### src/rtl/dfr_pkg.sv
package dfr_pkg;

  typedef enum logic [2:0] {
    PH_CMD,
    PH_ADDR,
    PH_DUMMY,
    PH_DATA,
    PH_SKIP
  } phase_t;

  localparam logic [7:0] OP_FAST_A = 8'h0B;
  localparam logic [7:0] OP_FAST_B = 8'h3B;
  localparam logic [7:0] OP_FAST_C = 8'hBB;
  localparam logic [7:0] OP_OTP    = 8'h4B;

  // three codes, one behaviour
  function automatic logic is_fast(input logic [7:0] op);
    return (op == OP_FAST_A) || (op == OP_FAST_B) || (op == OP_FAST_C);
  endfunction

endpackage

### src/rtl/dfr_pin_sync.sv
module dfr_pin_sync #(
  parameter int STAGES = 2
) (
  input  logic       clk,
  input  logic       rst_n,
  input  logic       cs_n,
  input  logic       sclk,
  input  logic [1:0] dq_i,
  output logic       rst_q_n,
  output logic       cs_q,
  output logic       rise,
  output logic       fall,
  output logic [1:0] dq_q
);

  localparam int PW = 4;

  logic [STAGES-1:0]         rst_pipe;
  logic [STAGES-1:0][PW-1:0] stg;
  logic                      sclk_d;
  logic                      sclk_s;

  // reset asserted at once, released on a clock edge
  always_ff @(posedge clk or negedge rst_n) begin
    if (!rst_n) rst_pipe <= '0;
    else        rst_pipe <= {rst_pipe[STAGES-2:0], 1'b1};
  end
  assign rst_q_n = rst_pipe[STAGES-1];

  always_ff @(posedge clk or negedge rst_q_n) begin
    if (!rst_q_n) begin
      stg    <= {STAGES{4'b1000}};
      sclk_d <= 1'b0;
    end else begin
      stg    <= {stg[STAGES-2:0], {cs_n, sclk, dq_i}};
      sclk_d <= sclk_s;
    end
  end

  assign cs_q   = stg[STAGES-1][3];
  assign sclk_s = stg[STAGES-1][2];
  assign dq_q   = stg[STAGES-1][1:0];
  assign rise   = sclk_s & ~sclk_d;
  assign fall   = ~sclk_s & sclk_d;

endmodule

### src/rtl/dfr_store.sv
module dfr_store #(
  parameter int MEM_AW = 8
) (
  input  logic              otp,
  input  logic [MEM_AW-1:0] addr,
  output logic [7:0]        rd_byte
);

  logic [7:0] idx;

  generate
    if (MEM_AW >= 8) begin : g_wide
      assign idx = addr[7:0];
    end else begin : g_narrow
      assign idx = 8'(addr);
    end
  endgenerate

  // array pattern, R6 OTP pattern
  always_comb begin
    if (otp) rd_byte = {2'b11, addr[5:0]};
    else     rd_byte = idx * 8'd3 + 8'h11;
  end

endmodule

### src/rtl/dfr_seq.sv
module dfr_seq
  import dfr_pkg::*;
#(
  parameter int MEM_AW    = 8,
  parameter int DUMMY_W   = 4,
  parameter int OTP_DUMMY = 8
) (
  input  logic               clk,
  input  logic               rst_n,
  input  logic               cs_q,
  input  logic               rise,
  input  logic               fall,
  input  logic [1:0]         dq_q,
  input  logic [DUMMY_W-1:0] dummy_cnt,
  input  logic [7:0]         rd_byte,
  output phase_t             phase,
  output logic [MEM_AW-1:0]  rd_addr,
  output logic               rd_otp,
  output logic [1:0]         dq_o,
  output logic               oe_q
);

  localparam int CNT_W = (DUMMY_W > 4) ? DUMMY_W : 4;

  phase_t            phase_q, phase_d;
  logic [CNT_W-1:0]  cnt_q, cnt_d, dly;
  logic [5:0]        op_q, op_d;
  logic [7:0]        op_full;
  logic [MEM_AW-1:0] addr_q, addr_d, addr_inc;
  logic              otp_q, otp_d;
  logic [1:0]        pair_q, pair_d;
  logic [7:0]        sh_q, sh_d;
  logic              oe_d;

  assign op_full  = {op_q, dq_q};
  assign dly      = otp_q ? CNT_W'(OTP_DUMMY) : CNT_W'(dummy_cnt);
  // OTP index wraps inside 64 bytes
  assign addr_inc = otp_q ? {addr_q[MEM_AW-1:6], addr_q[5:0] + 6'd1}
                          : addr_q + 1'b1;

  always_comb begin
    phase_d = phase_q;
    cnt_d   = cnt_q;
    op_d    = op_q;
    addr_d  = addr_q;
    otp_d   = otp_q;
    pair_d  = pair_q;
    sh_d    = sh_q;
    oe_d    = oe_q;
    if (cs_q) begin
      // deselect returns to the command phase
      phase_d = PH_CMD;
      cnt_d   = '0;
      pair_d  = '0;
      oe_d    = 1'b0;
    end else begin
      case (phase_q)
        PH_CMD: if (rise) begin
          op_d  = op_full[5:0];
          cnt_d = cnt_q + 1'b1;
          if (cnt_q == CNT_W'(3)) begin
            cnt_d = '0;
            if (is_fast(op_full)) begin
              phase_d = PH_ADDR;
              otp_d   = 1'b0;
            end else if (op_full == OP_OTP) begin
              phase_d = PH_ADDR;
              otp_d   = 1'b1;
            end else begin
              phase_d = PH_SKIP;
            end
          end
        end
        PH_ADDR: if (rise) begin
          addr_d = {addr_q[MEM_AW-3:0], dq_q};
          cnt_d  = cnt_q + 1'b1;
          if (cnt_q == CNT_W'(11)) begin
            cnt_d   = dly;
            phase_d = (dly == '0) ? PH_DATA : PH_DUMMY;
          end
        end
        PH_DUMMY: if (rise) begin
          cnt_d = cnt_q - 1'b1;
          if (cnt_q == CNT_W'(1)) phase_d = PH_DATA;
        end
        PH_DATA: if (fall) begin
          oe_d   = 1'b1;
          pair_d = pair_q + 1'b1;
          if (pair_q == 2'd0) begin
            sh_d   = rd_byte;
            addr_d = addr_inc;
          end else begin
            sh_d = {sh_q[5:0], 2'b00};
          end
        end
        PH_SKIP: ;
        default: phase_d = PH_CMD;
      endcase
    end
  end

  always_ff @(posedge clk or negedge rst_n) begin
    if (!rst_n) begin
      phase_q <= PH_CMD;
      cnt_q   <= '0;
      op_q    <= '0;
      addr_q  <= '0;
      otp_q   <= 1'b0;
      pair_q  <= '0;
      sh_q    <= '0;
      oe_q    <= 1'b0;
    end else begin
      phase_q <= phase_d;
      cnt_q   <= cnt_d;
      op_q    <= op_d;
      addr_q  <= addr_d;
      otp_q   <= otp_d;
      pair_q  <= pair_d;
      sh_q    <= sh_d;
      oe_q    <= oe_d;
    end
  end

  assign phase   = phase_q;
  assign rd_addr = addr_q;
  assign rd_otp  = otp_q;
  assign dq_o    = sh_q[7:6];

endmodule

### src/rtl/dual_io_flash_rd.sv
module dual_io_flash_rd
  import dfr_pkg::*;
#(
  parameter int MEM_AW      = 8,
  parameter int DUMMY_W     = 4,
  parameter int DUMMY_RESET = 8,
  parameter int OTP_DUMMY   = 8,
  parameter int SYNC_STAGES = 2
) (
  input  logic               clk,
  input  logic               rst_n,
  input  logic               cs_n,
  input  logic               sclk,
  input  logic [1:0]         dq_i,
  output logic [1:0]         dq_o,
  output logic               dq_oe,
  input  logic               dummy_we,
  input  logic [DUMMY_W-1:0] dummy_val
);

  logic               rst_q_n;
  logic               cs_q_w;
  logic               rise_w;
  logic               fall_w;
  logic [1:0]         dq_q_w;
  logic [DUMMY_W-1:0] dummy_q;
  logic [7:0]         byte_w;
  logic [MEM_AW-1:0]  addr_w;
  logic               otp_w;
  logic               oe_w;
  phase_t             phase_w;

  dfr_pin_sync #(.STAGES(SYNC_STAGES)) u_sync (
    .clk(clk), .rst_n(rst_n), .cs_n(cs_n), .sclk(sclk), .dq_i(dq_i),
    .rst_q_n(rst_q_n), .cs_q(cs_q_w), .rise(rise_w), .fall(fall_w),
    .dq_q(dq_q_w)
  );

  // fast-read dummy register, R11 reset value
  always_ff @(posedge clk or negedge rst_q_n) begin
    if (!rst_q_n)      dummy_q <= DUMMY_W'(DUMMY_RESET);
    else if (dummy_we) dummy_q <= dummy_val;
  end

  dfr_seq #(.MEM_AW(MEM_AW), .DUMMY_W(DUMMY_W), .OTP_DUMMY(OTP_DUMMY)) u_seq (
    .clk(clk), .rst_n(rst_q_n), .cs_q(cs_q_w), .rise(rise_w), .fall(fall_w),
    .dq_q(dq_q_w), .dummy_cnt(dummy_q), .rd_byte(byte_w), .phase(phase_w),
    .rd_addr(addr_w), .rd_otp(otp_w), .dq_o(dq_o), .oe_q(oe_w)
  );

  dfr_store #(.MEM_AW(MEM_AW)) u_store (
    .otp(otp_w), .addr(addr_w), .rd_byte(byte_w)
  );

  // release follows the raw select pin, not the synchronized copy
  assign dq_oe = oe_w & ~cs_n;

endmodule

### config.mk
export PLATFORM = sky130hd
export DESIGN_NAME = dual_io_flash_rd
export DESIGN_NICKNAME = d
export VERILOG_FILES = /design/src/rtl/dfr_pkg.sv /design/src/rtl/dfr_pin_sync.sv /design/src/rtl/dfr_store.sv /design/src/rtl/dfr_seq.sv /design/src/rtl/dual_io_flash_rd.sv
export SDC_FILE = /design/constraint.sdc
export NUM_CORES = 1
export LEC_CHECK = 0
export BUFFER_PORTS_ARGS = -buffer_cell sky130_fd_sc_hd__buf_2
export CAP_MARGIN = 15
export CORE_ASPECT_RATIO = 1.5
export CORE_MARGIN = 2
export CORE_UTILIZATION = 27
export DETAILED_ROUTE_END_ITERATION = 10
export GPL_TIMING_DRIVEN = 0
export SETUP_SLACK_MARGIN = 0.4
export SLEW_MARGIN = 20
export SYNTH_ARGS = -nofsm -noshare
export SYNTH_HDL_FRONTEND = slang
export SYNTH_SLANG_ARGS = --single-unit
### constraint.sdc
create_clock -name clk -period 1.7 [get_ports clk]
set_clock_uncertainty 0.2 [all_clocks]
set_input_delay 0.17 -clock clk [delete_from_list [all_inputs] [get_ports clk]]
set_output_delay 0.17 -clock clk [all_outputs]
set_load 0.03 [all_outputs]
# Yosys cells after proc, flatten, opt, wreduce, memory -nomap -nowiden
# Index checks and enable logic that the tools add are counted.
# classes
add_sub_neg	6
mul	1
eq_ne	22
mux	34
bitwise_logic	7
n_reduce_logical	19
# op_table
cell	n
8-bit 2-to-1 mux	6
4-bit 2-to-1 mux	7
3-bit 2-to-1 mux	9
8-bit case mux with 2 select lines	1
3-bit case mux with 4 select lines	1
4-bit case mux with 3 select lines	1
5-bit AND reduction	2
3-bit by 2-bit inequality test with 1-bit output, second input constant	3
3-bit inequality test, second input constant	3
8-bit by 1-bit adder with 8-bit output, second input constant	1
8-bit by 5-bit adder with 8-bit output, second input constant	1
8-bit by 4-bit == test with 1-bit output, second input constant	1
8-bit by 6-bit == test with 1-bit output, second input constant	1
8-bit by 7-bit == test with 1-bit output, second input constant	1
8-bit == test, second input constant	1
8-bit by 2-bit multiplier with 8-bit output, second input constant	1
2-bit nonzero test	4
7-bit AND reduction	1
6-bit by 1-bit adder with 6-bit output, second input constant	1
3-bit by 2-bit == test with 1-bit output, second input constant	2
1-bit 2-to-1 mux	6
2-bit 2-to-1 mux	3
2-bit inequality test, second input constant	3
3-bit AND reduction	2
20 further kinds	27
# word_totals
regBits	48
inputBits	11
word_cells	103

# Depth between registers and ports, before layout
# depth
ltp_word	8
mapped_depth	9
depth_no_buf	8

# Hierarchy
# Synthesis repeated with hierarchy kept, for this count alone.
# hier_totals
cells_unflattened	306
hier_area_um2	2911.5
# modules_own_cells
module	n_inst	cells_each	area_per_inst_um2
dfr_seq	1	225	2006.9
dfr_store	1	56	440.4
dfr_pin_sync	1	16	311.5
dual_io_flash_rd	1	9	152.6

# Worst setup path after synthesis
# Ideal clock, no wire load.
# synth_timing
path_kind	register -> register
start	reg u_seq.addr_q[1] (netlist: u_seq.rd_addr[1])
end	reg u_seq.sh_q[6]
arrival_time_ns	1.958
required_ns	1.373
setup_slack_ns	-0.585
path_stages_with_launch	8
cell_sequence	dfrtp_1 ha_1 ha_1 a211oi_1 nor3b_1 or4_1 a21oi_1 o21ai_0
# synth_via
elab_chain_len	4
# synth_lines
item	line_no	text
start: declaration	dfr_seq.sv:29	logic [MEM_AW-1:0] addr_q, addr_d, addr_inc;
start signal: assignment	dfr_seq.sv:116	addr_q <= addr_d;
8-bit by 2-bit multiplier with 8-bit output	dfr_store.sv:22	else rd_byte = idx * 8'd3 + 8'h11;
8-bit by 5-bit adder with 8-bit output	dfr_store.sv:22	
8-bit 2-to-1 mux	dfr_store.sv:21	if (otp) rd_byte = {2'b11, addr[5:0]};
8-bit 2-to-1 mux	dfr_seq.sv:89	if (pair_q == 2'd0) begin
end signal: assignment	dfr_seq.sv:110	sh_q <= '0;
end signal: assignment	dfr_seq.sv:119	sh_q <= sh_d;
end: declaration	dfr_seq.sv:32	logic [7:0] sh_q, sh_d;
# Every way passes these cells.
# A chain may end at the register's enable or synchronous reset.

# Worst setup path after layout
# Ends and elaborated chain as after synthesis.

==> out/qor.txt <==
status = complete, but fails checks
failing checks = setup timing
share of cells above drive strength 1 = 49.1%
final setup fails = 25
Post-Synthesis Cells = 300
starting density of the core = 27.9%
worst-margin pin slew = 0.607 ns
maximum fanout along the worst path = 4
register area share after synthesis = 42.4%
critical path required time = 1.68 ns
Longest Clk Path Bufs = 2
first-pass GRT wire length = 13.0 mm
GPL Wtd Cong = 0.803
Tmin final = 2.23 ns
nets = 407
gr ovfl total = 0
kind of end point of the critical path = register
CTS Buf Count = 5
synth-to-layout area growth = 55.0%
vias in the first global route = 2671
PwrDens = 737 nW/um^2
Tot Pwr = 3.25 mW
Final Util = 43.3%
post-synthesis instance area = 2840 sq um
Max-slew headroom = 59.6%
CTS clk-pin slew, worst paths = 0.07 ns
Syn Area/Cell = 9.48 sq um
Worst Setup Slack, final = -0.533 ns
most frequent cells in the layout = buf_4, dfrtp_1, nand2_1, a21oi_1, buf_6
#FFs+latches synth = 48
Root Buffer = clkbuf_16
fin cells = 518
count of final hold-check violations = 0
drt first pass iters = 4
crit share post-route = 131%
fmax = 448 MHz
RSZ-0062 raised after global routing = yes
I/O pin total = 14
H-tree Lvls = 2
Post-DP Area = 3330 sq um
top_reg_cell synth = dfrtp_1
wire per inst = 14.9 microns
HPWL after DPL = 4.70 mm
Peak VDD IR = 643 uV
LEAKAGE = 1.82 nW
latest clock arrival within the worst-skew pair = 0.30 ns
Cell variety after synth = 53
post-route cell area = 4410 sq um
fraction of registers with async set/reset = 100%
Min-Delay Path Class = reg -> async
placed insts = 454
Remaining DRCs = 0
core area = 10200 sq um
DIE WIDTH = 87.8 microns
1st-iter DRT viols = 145
syn nets = 331
# port buffers = 13
Die Ht = 130 microns
largest net degree at the start of global routing = 47
GRT Total Usage = 14.6%
post-route ant nets = 0
CP arrival = 2.21 ns
die area = 11400 sq um
setup TNS = -4.53 ns
row count = 45
Post-Route WL = 7.74 mm
Worst Setup Start Kind = register
Fin Hold WS = 0.150 ns
synth warn = 0
max cap viols = 0
initial antenna violation count = 0
number of synthesized flops with an enable pin = 0
Clock Sinks = 48
via count = 2575
Final Max Tran Viols = 0
placement-stage worst setup slack = -0.687 ns
n_diodes = 0
routed vias/inst = 4.97
CTS tree = yes
critical path class = reg -> reg
[logic make-up after synthesis]
kind of cell | Yosys count | share of synthesized area (%)
multiplexers | 15 | 5.72
flip-flops | 48 | 42.4
buffers and inverters | 29 | 4.27
XOR/XNOR | 11 | 3.39
adder cells (fa/ha/maj) | 20 | 9.06
other | 1 | 0.132
AND/OR/NAND/NOR | 96 | 17.9
AO/OA/AOI/OAI | 80 | 17.2
[worst max-delay path: stages, from the launching register on]
cell      delay (ns)
dfrtp_2         0.47
ha_4            0.28
ha_4            0.24
a211oi_4        0.23
nor3b_2         0.08
or4_1           0.42
a21oi_2         0.14
o21ai_1         0.06
[per-layer routing]
metal / routed length [microns] / part of all wire [%] / GRT usage, % / vias to the layer above
met5: 0 / 0 / 0 / -
met4: 257 / 3.3 / 8.33 / 0
met3: 155 / 2.0 / 2.09 / 19
met2: 4370 / 56 / 26.3 / 43
met1: 2960 / 38 / 16.2 / 1282
li1: - / - / - / 1231
[Yosys cell counts, drive strengths merged (3+ instances only)]
library cell	n	area (sq um)
a211oi	3	22.5
a21oi	29	145
a31oi	4	25.0
and3	3	18.8
buf	6	35.0
clkbuf	9	33.8
dfrtp	45	1130
dfstp	3	78.8
ha	19	238
inv	13	48.8
mux2	10	113
mux2i	5	50.1
nand2	29	111
nand2b	4	32.5
nand3	11	55.1
nor2	12	45.0
nor2b	4	25.0
nor3	9	45.0
nor3b	3	22.5
o21ai	26	130
o41ai	3	26.3
or3	8	50.1
or4	3	22.5
xnor2	8	70.1
xor2	3	26.3
[registers in the layout, summed over array words and instances (netlist names)]
register,count
u_seq.oe_q,1
u_seq.rd_otp,1
u_sync.stg,4
u_seq.op_q,6
u_sync.cs_q,1
u_seq.pair_q,2
dummy_q,4
u_sync.sclk_d,1
u_seq.cnt_q,4
u_sync.dq_q,2
u_sync.rst_pipe,2
u_seq.phase,3
u_sync.sclk_s,1
u_seq.sh_q,8
u_seq.rd_addr,8
[worst paths after layout]
path | from | endpoint | slack [ns] | depth (start not counted)
worst max-delay path | u_seq.rd_addr[1]$_DFFE_PN0P_ | u_seq.sh_q[6]$_DFFE_PN0P_ | -0.53 | 7
min in group clk | u_sync.stg[1]$_DFF_PN0_ | u_sync.dq_q[1]$_DFF_PN0_ | 0.15 | 0
worst min register to register | u_sync.rst_pipe[1]$_DFF_PN0_ | u_seq.op_q[3]$_DFFE_PN0P_ | 0.15 | 0
max in group asynchronous | rst_n | u_sync.rst_pipe[1]$_DFF_PN0_ | 0.63 | 3
worst min-delay path | u_sync.rst_pipe[1]$_DFF_PN0_ | u_seq.op_q[3]$_DFFE_PN0P_ | 0.15 | 0
worst max register to register | u_seq.rd_addr[1]$_DFFE_PN0P_ | u_seq.sh_q[6]$_DFFE_PN0P_ | -0.53 | 7
[area by class of cell]
type / count / area (sq um)
buffer: 15 / 184
clock buffer: 5 / 125
clock inverter: 3 / 42.5
fill: 927 / 5780
inverter: 14 / 57.6
multi-input combinational: 223 / 2010
sequential: 48 / 1220
tap: 141 / 176
timing repair buffer: 69 / 589
[timing repair]
| action | 4_1_cts | 5_1_grt |
|---|---|---|
| pin swaps | 29 | 17 |
| endpoints found under the setup margin | 79 | 36 |
| hold buffers | 11 | 0 |
| resized for setup | 83 | 27 |
| buffers inserted | 35 | 9 |
| cloned | 1 | 0 |
| endpoints found under the hold margin | 10 | 0 |
[report_power, final]
group          internal [mW]  switching, mW
combinational          0.392          0.351
sequential              1.25          0.117
clock                  0.691          0.447
total                   2.34          0.915
Note: power is estimated with default switching activity, not from simulation.
